## config.mk

```make
export PLATFORM = sky130hd
export DESIGN_NAME = edc32_secded
export DESIGN_NICKNAME = d
export VERILOG_FILES = /design/src/rtl/edc32_pkg.sv /design/src/rtl/edc32_chkgen.sv /design/src/rtl/edc32_syndec.sv /design/src/rtl/edc32_mode_fsm.sv /design/src/rtl/edc32_secded.sv
export SDC_FILE = /design/constraint.sdc
export NUM_CORES = 1
export LEC_CHECK = 0
export CAP_MARGIN = 20
export CORE_ASPECT_RATIO = 1.2
export CORE_UTILIZATION = 30
export DETAILED_ROUTE_END_ITERATION = 10
export PLACE_DENSITY_LB_ADDON = 0.05
export SETUP_SLACK_MARGIN = 0.2
export SLEW_MARGIN = 25
export SYNTH_ARGS = -nofsm -noshare
export SYNTH_HDL_FRONTEND = slang
export SYNTH_SLANG_ARGS = --single-unit
```

## constraint.sdc

```tcl
create_clock -name clk -period 8.93 [get_ports clk]
set_input_delay 1.786 -clock clk [delete_from_list [all_inputs] [get_ports clk]]
set_output_delay 1.786 -clock clk [all_outputs]
set_load 0.02 [all_outputs]
```

## src/rtl/edc32_pkg.sv

```systemverilog
package edc32_pkg;

    localparam int DATA_W = 32;
    localparam int CHK_W  = 7;
    localparam int LANE_W = 8;
    localparam int COL_WEIGHT = 3;

    typedef enum logic [2:0] {
        MD_GEN      = 3'd0,
        MD_DETECT   = 3'd1,
        MD_CORRECT  = 3'd2,
        MD_PASS     = 3'd3,
        MD_DDETECT  = 3'd4,
        MD_DCORRECT = 3'd5,
        MD_RSVD     = 3'd6,
        MD_INTERNAL = 3'd7
    } mode_code_t;

    typedef enum logic [2:0] {
        ST_GEN,
        ST_DETECT,
        ST_CORRECT,
        ST_PASS,
        ST_DDETECT,
        ST_DCORRECT
    } op_state_t;

    typedef enum logic [1:0] {
        SEL_GEN,
        SEL_SYN,
        SEL_RAW
    } chk_sel_t;

    // Column idx of the parity-check matrix: the idx-th smallest
    // CHK_W-bit value of weight COL_WEIGHT.
    function automatic logic [CHK_W-1:0] hcol(input int idx);
        logic [CHK_W-1:0] res;
        int n;
        res = '0;
        n = 0;
        for (int v = 0; v < (1 << CHK_W); v++) begin
            if ($countones(v[CHK_W-1:0]) == COL_WEIGHT) begin
                if (n == idx) res = v[CHK_W-1:0];
                n++;
            end
        end
        return res;
    endfunction

    // Row j of the matrix as a mask over the data bits.
    function automatic logic [DATA_W-1:0] row_mask(input int j);
        logic [DATA_W-1:0] m;
        logic [CHK_W-1:0] c;
        for (int i = 0; i < DATA_W; i++) begin
            c = hcol(i);
            m[i] = c[j];
        end
        return m;
    endfunction

endpackage

```

## src/rtl/edc32_chkgen.sv

```systemverilog
module edc32_chkgen #(
    parameter int DW = edc32_pkg::DATA_W,
    parameter int CW = edc32_pkg::CHK_W
) (
    input  logic [DW-1:0] data,
    output logic [CW-1:0] chk
);
    for (genvar j = 0; j < CW; j++) begin : g_row
        localparam logic [DW-1:0] MASK = edc32_pkg::row_mask(j);
        assign chk[j] = ^(data & MASK);
    end
endmodule

```

## src/rtl/edc32_syndec.sv

```systemverilog
module edc32_syndec #(
    parameter int DW = edc32_pkg::DATA_W,
    parameter int CW = edc32_pkg::CHK_W
) (
    input  logic [CW-1:0] syn,
    output logic [DW-1:0] flip,
    output logic          single_err,
    output logic          multi_err
);
    logic data_hit;
    logic chk_hit;

    for (genvar i = 0; i < DW; i++) begin : g_col
        localparam logic [CW-1:0] COL = edc32_pkg::hcol(i);
        assign flip[i] = (syn == COL);
    end

    assign data_hit   = |flip;
    assign chk_hit    = $onehot(syn);
    assign single_err = data_hit | chk_hit;
    assign multi_err  = (|syn) & ~data_hit & ~chk_hit;
endmodule

```

## src/rtl/edc32_mode_fsm.sv

```systemverilog
module edc32_mode_fsm
    import edc32_pkg::*;
(
    input  logic        clk,
    input  logic        rst_n,
    input  logic [2:0]  mode_sel,
    input  logic [2:0]  diag_mode,
    input  logic        out_le,
    output op_state_t   state,
    output chk_sel_t    chk_sel,
    output logic        flag_en,
    output logic        fix_en,
    output logic        diag_src
);
    op_state_t  state_nx;
    mode_code_t src_code;
    logic       past_ok;

    always_ff @(posedge clk) begin
        if (!rst_n) begin
            state   <= ST_GEN;
            past_ok <= 1'b0;
        end else begin
            state   <= state_nx;
            past_ok <= 1'b1;
        end
    end

    always_comb begin
        src_code = mode_code_t'(mode_sel);
        if (src_code == MD_INTERNAL) src_code = mode_code_t'(diag_mode);
        state_nx = ST_DETECT;
        if (!out_le) begin
            state_nx = ST_GEN;
        end else begin
            unique case (src_code)
                MD_GEN:      state_nx = ST_GEN;
                MD_DETECT:   state_nx = ST_DETECT;
                MD_CORRECT:  state_nx = ST_CORRECT;
                MD_PASS:     state_nx = ST_PASS;
                MD_DDETECT:  state_nx = ST_DDETECT;
                MD_DCORRECT: state_nx = ST_DCORRECT;
                MD_RSVD:     state_nx = ST_DETECT;
                MD_INTERNAL: state_nx = ST_DETECT;
                default:     state_nx = ST_DETECT;
            endcase
        end
    end

    always_comb begin
        chk_sel  = SEL_GEN;
        flag_en  = 1'b0;
        fix_en   = 1'b0;
        diag_src = 1'b0;
        unique case (state)
            ST_GEN: begin
                chk_sel = SEL_GEN;
            end
            ST_DETECT: begin
                chk_sel = SEL_SYN;
                flag_en = 1'b1;
            end
            ST_CORRECT: begin
                chk_sel = SEL_SYN;
                flag_en = 1'b1;
                fix_en  = 1'b1;
            end
            ST_PASS: begin
                chk_sel = SEL_RAW;
            end
            ST_DDETECT: begin
                chk_sel  = SEL_SYN;
                flag_en  = 1'b1;
                diag_src = 1'b1;
            end
            ST_DCORRECT: begin
                chk_sel  = SEL_SYN;
                flag_en  = 1'b1;
                fix_en   = 1'b1;
                diag_src = 1'b1;
            end
            default: begin
                chk_sel = SEL_GEN;
            end
        endcase
    end

    // a low output enable forces generate on the next edge
    assert_gen_forced_R10: assert property (@(posedge clk) disable iff (!rst_n)
        (past_ok && !$past(out_le)) |-> (state == ST_GEN));

    // pass-through code selected externally reaches ST_PASS
    assert_pass_entry_R7: assert property (@(posedge clk) disable iff (!rst_n)
        (past_ok && $past(out_le) && $past(mode_sel) == 3'd3) |-> (state == ST_PASS));
endmodule

```

## src/rtl/edc32_secded.sv

```systemverilog
module edc32_secded
    import edc32_pkg::*;
#(
    parameter int DW       = DATA_W,
    parameter int CW       = CHK_W,
    parameter int LW       = LANE_W,
    parameter int MODE_LSB = 8
) (
    input  logic             clk,
    input  logic             rst_n,
    input  logic [DW-1:0]    data_in,
    input  logic             data_le,
    input  logic [CW-1:0]    chk_in,
    input  logic             chk_le,
    input  logic             diag_le,
    input  logic             out_le,
    input  logic [2:0]       mode_sel,
    input  logic [DW/LW-1:0] lane_oe,
    output logic [DW-1:0]    data_out,
    output logic [DW/LW-1:0] data_oe,
    output logic [CW-1:0]    chk_out,
    output logic             err_n,
    output logic             merr_n
);
    localparam int NLANE = DW / LW;

    logic [DW-1:0] data_q;
    logic [CW-1:0] chk_q;
    logic [CW-1:0] diag_chk_q;
    logic [2:0]    diag_mode_q;
    logic [DW-1:0] out_q;
    logic          past_ok;

    logic [CW-1:0] gen_chk;
    logic [CW-1:0] chk_src;
    logic [CW-1:0] syn;
    logic [DW-1:0] flip;
    logic          single_err;
    logic          multi_err;
    logic [DW-1:0] out_next;

    op_state_t state;
    chk_sel_t  chk_sel;
    logic      flag_en;
    logic      fix_en;
    logic      diag_src;

    always_ff @(posedge clk) begin
        if (!rst_n) begin
            data_q      <= '0;
            chk_q       <= '0;
            diag_chk_q  <= '0;
            diag_mode_q <= '0;
            out_q       <= '0;
            past_ok     <= 1'b0;
        end else begin
            past_ok <= 1'b1;
            if (data_le) data_q <= data_in;
            if (chk_le)  chk_q  <= chk_in;
            if (diag_le) begin
                diag_chk_q  <= data_in[CW-1:0];
                diag_mode_q <= data_in[MODE_LSB +: 3];
            end
            if (out_le) out_q <= out_next;
        end
    end

    edc32_chkgen #(.DW(DW), .CW(CW)) u_chkgen (
        .data (data_q),
        .chk  (gen_chk)
    );

    assign chk_src = diag_src ? diag_chk_q : chk_q;
    assign syn     = gen_chk ^ chk_src;

    edc32_syndec #(.DW(DW), .CW(CW)) u_syndec (
        .syn        (syn),
        .flip       (flip),
        .single_err (single_err),
        .multi_err  (multi_err)
    );

    edc32_mode_fsm u_fsm (
        .clk       (clk),
        .rst_n     (rst_n),
        .mode_sel  (mode_sel),
        .diag_mode (diag_mode_q),
        .out_le    (out_le),
        .state     (state),
        .chk_sel   (chk_sel),
        .flag_en   (flag_en),
        .fix_en    (fix_en),
        .diag_src  (diag_src)
    );

    assign out_next = fix_en ? (data_q ^ flip) : data_q;
    assign err_n    = ~(flag_en & (single_err | multi_err));
    assign merr_n   = ~(flag_en & multi_err);

    always_comb begin
        unique case (chk_sel)
            SEL_GEN: chk_out = gen_chk;
            SEL_SYN: chk_out = syn;
            SEL_RAW: chk_out = chk_q;
            default: chk_out = gen_chk;
        endcase
    end

    for (genvar k = 0; k < NLANE; k++) begin : g_lane
        assign data_out[k*LW +: LW] = lane_oe[k] ? out_q[k*LW +: LW] : '0;
        assign data_oe[k]           = lane_oe[k];
    end

    // data latch holds while its enable is low
    assert_in_hold_R1: assert property (@(posedge clk) disable iff (!rst_n)
        (past_ok && !$past(data_le)) |-> $stable(data_q));

    // output latch holds while its enable is low
    assert_out_hold_R9: assert property (@(posedge clk) disable iff (!rst_n)
        (past_ok && !$past(out_le)) |-> $stable(out_q));

    // correction changes at most one bit
    assert_fix_one_bit_R5: assert property (@(posedge clk) disable iff (!rst_n)
        $countones(out_next ^ data_q) <= 1);

    // a multiple error leaves the data untouched
    assert_nofix_multi_R6: assert property (@(posedge clk) disable iff (!rst_n)
        multi_err |-> (out_next == data_q));

    // multiple-error flag never appears without the error flag
    assert_flag_order_R6: assert property (@(posedge clk) disable iff (!rst_n)
        !merr_n |-> !err_n);
endmodule

```

==> flow_metrics.env <==
export IMPL_ys_types=46
export IMPL_status="complete, no violations"
export IMPL_min_to="out_q[17]$_SDFFE_PN0P_"
export IMPL_drc=0
export IMPL_worstPathRequired_ps=7140
export IMPL_num_io_pins=97
export IMPL_cts_root_buf="clkbuf_16"
export IMPL_synth_top_area_share=0.327
export IMPL_cts_repair_resized=0
export IMPL_area_growth_pct=26.9
export IMPL_total_power_mw=1.77
export IMPL_hp_class="reg2reg"
export IMPL_drt_wirelength_per_cell_um=17.5
export IMPL_worst_slew_pin_slew_ps=1030
export IMPL_totalWireLength_um=14800
export IMPL_grt_pass1_wl_um=23300
export IMPL_power_density_nw_per_um2=271
export IMPL_syn_avg_cell_area_um2=9.24
export IMPL_postRouteAntennaNets=0
export IMPL_die_h_um=145
export IMPL_overflow=0
export IMPL_min_from="out_q[17]$_SDFFE_PN0P_"
export IMPL_startpoint_type="register"
export IMPL_drt_iter0_drc=239
export IMPL_rsz0062_at_grt="no"
export IMPL_async_reset_ff_frac=0
export IMPL_crit_path_end_kind="output port"
export IMPL_syn_area_um2=5130
export IMPL_drive_above_1_share=0.0537
export IMPL_cts_tree="done"
export IMPL_ir_worst_vdd_mv=0.131
export IMPL_setup_violations=0
export IMPL_core_rowCount=52
export IMPL_cts_buffer_depth=2
export IMPL_antenna_found_initial=0
export IMPL_yosysSeqAreaShare=0.327
export IMPL_max_slew_margin=0.311
export IMPL_fin_worst_skew_ps=5.59
export IMPL_max_freq_ghz=0.150
export IMPL_ff2ff_setup_slack_ps=5370
export IMPL_final_common_cell="clkdlybuf4s50_1"
export IMPL_r2r_start="data_q[6]$_SDFFE_PN0P_"
export IMPL_die_w_um=121
export IMPL_seq_area_um2=1680
export IMPL_maxCapViolCount=0
export IMPL_start_util=0.306
export IMPL_numCtsBuffers=9
export IMPL_synth_ff_type="dfxtp_1"
export IMPL_core_area_um2=16800
export IMPL_place_inst=833
export IMPL_multi_input_area_um2=3250
export IMPL_synthTopCellsByArea="dfxtp_1 (33%), mux2i_1 (11%), xor2_1 (7.2%), xnor2_1 (6.7%), nor2_1 (5.4%)"
export IMPL_grt_pass1_vias=3947
export IMPL_place_congestion=0.829
export IMPL_dp_hpwl_um=11300
export IMPL_fin_crit_sh=0.749
export IMPL_yosysWarnings=0
export IMPL_synth_fp_nets=620
export IMPL_holdPathStages=2
export IMPL_cts_hold_buffers_added=0
export IMPL_synth_seq_cells=84
export IMPL_grt_max_degree=68
export IMPL_postCtsSetupBuffers=0
export IMPL_vias_per_cell=4.78
export IMPL_fin_crit_ps=6690
export IMPL_grt_use_total=0.177
export IMPL_clkTransAtPathRegs_ps=60
export IMPL_crit_type="reg2out"
export IMPL_stdcell_count=849
export IMPL_nNetsFinal=692
export IMPL_synth_edff_count=0
export IMPL_reg2reg_depth=9
export IMPL_power_leakage_nw=2.63
export IMPL_dr_pass1_iters=6
export IMPL_slew_violations=0
export IMPL_portBuffers=96
export IMPL_clkLatencyLatePin_ps=350
export IMPL_critPathMaxFanout=6
export IMPL_setup_tns_final_ps=0
export IMPL_final_cell_mix="clkdlybuf4s50_1 (94), dfxtp_1 (84), nor2_1 (73), mux2i_1 (57), xor2_1 (42)"
export IMPL_hold_viol_final=0
export IMPL_vias=4058
export IMPL_cp_arrival_ps=4900
export IMPL_die_area_um2=17600
export IMPL_synth_cells=556
export IMPL_cts_htree_levels=3
export IMPL_r2r_end="out_q[1]$_SDFFE_PN0P_"
export IMPL_clock_sinks=84
export IMPL_netlist_top_cell_by_area="dfxtp_1"
export IMPL_diodes=0
export IMPL_nFillCells=1729
-- cell families (layout without fill, tap and decap cells) --
logic type	after synthesis	count (layout)	synth area share
AO/OA/AOI/OAI	80	80	0.0948
multiplexers	58	58	0.113
AND/OR/NAND/NOR	175	175	0.179
buffers and inverters	49	126	0.0402
XOR/XNOR	98	98	0.213
flip-flops	84	84	0.327
adder cells (fa/ha/maj)	12	12	0.0322
-- worst max-delay path, cell delays in order (launching register included) --
cell and delay [ps]:
dfxtp_1 510, xnor2_1 140, xnor2_1 300, xnor3_1 550
xnor2_2 370, inv_1 140, ha_1 310, fa_1 480
inv_1 40, ha_1 200, fa_1 370, xnor2_1 130
nor3b_1 250, nand4bb_1 160, clkdlybuf4s50_1 600
-- report_power, final --
group | internal, mW | switching (mW)
clock | 0.231 | 0.153
sequential | 0.398 | 0.0245
combinational | 0.412 | 0.551
-- Yosys cell counts (all sizes together) (2+ instances only) --
library cell  number
inv               13
a22oi              5
xnor2             43
a21oi             26
nand3             31
nor3b              2
xor2              42
dfxtp             84
nand2b             2
o31ai              2
and2              34
nor3               4
nand3b             2
and3               2
mux2i             57
o21ai             26
xnor3             12
nor4b              3
a21o               2
a221o              4
nor2              74
nand4              6
ha                10
or2                2
a211oi            11
clkbuf            22
nand2              8
buf               14
fa                 2
-- through the flow --
stage / setup slack [ps] / hold WS, ps / area (um^2) / utilization
final: 2240 / 482 / 6520 / 0.388
after floorplan: 3320 / 459 / 5130 / -
after global placement: 2700 / 480 / 6210 / 0.370
after CTS: 2280 / 488 / 6510 / 0.388
after detailed placement: 2660 / 480 / 6210 / 0.370
after global routing: 2010 / 511 / 6520 / 0.388
-- worst max path at each step --
stage                                        from      to  slack [ps]  cells after the start
after global placement     data_q[9]$_SDFFE_PN0P_  merr_n        2700                     13
after detailed placement  data_q[28]$_SDFFE_PN0P_  merr_n        2660                     13
after global routing       data_q[8]$_SDFFE_PN0P_  merr_n        2010                     14
final                      data_q[9]$_SDFFE_PN0P_  merr_n        2240                     14
after CTS                 data_q[28]$_SDFFE_PN0P_  merr_n        2280                     13
after floorplan           data_q[25]$_SDFFE_PN0P_   err_n        3320                     12
-- state kept, by name (all words and copies together), names as in the netlist --
register     flops
out_q           32
chk_q            7
data_q          32
diag_chk_q       7
diag_mode_q      3
u_fsm.state      3
-- layout make-up --
cell class                 count  share of cell area
clock inverter                 4             0.00730
clock buffer                  12              0.0394
inverter                      13             0.00787
sequential                    84               0.258
timing repair buffer          97               0.147
multi-input combinational    423               0.499
tap                          216              0.0415
-- metal layers --
metal | up-vias | part of all wire | global-route usage
li1 | 2045 | - | -
met5 | - | 0 | 0
met3 | 13 | 0.026 | 0.0228
met4 | 0 | 0.015 | 0.0605
met2 | 76 | 0.48 | 0.291
met1 | 1924 | 0.48 | 0.237
No activity file was read; power rests on OpenSTA's default activity.
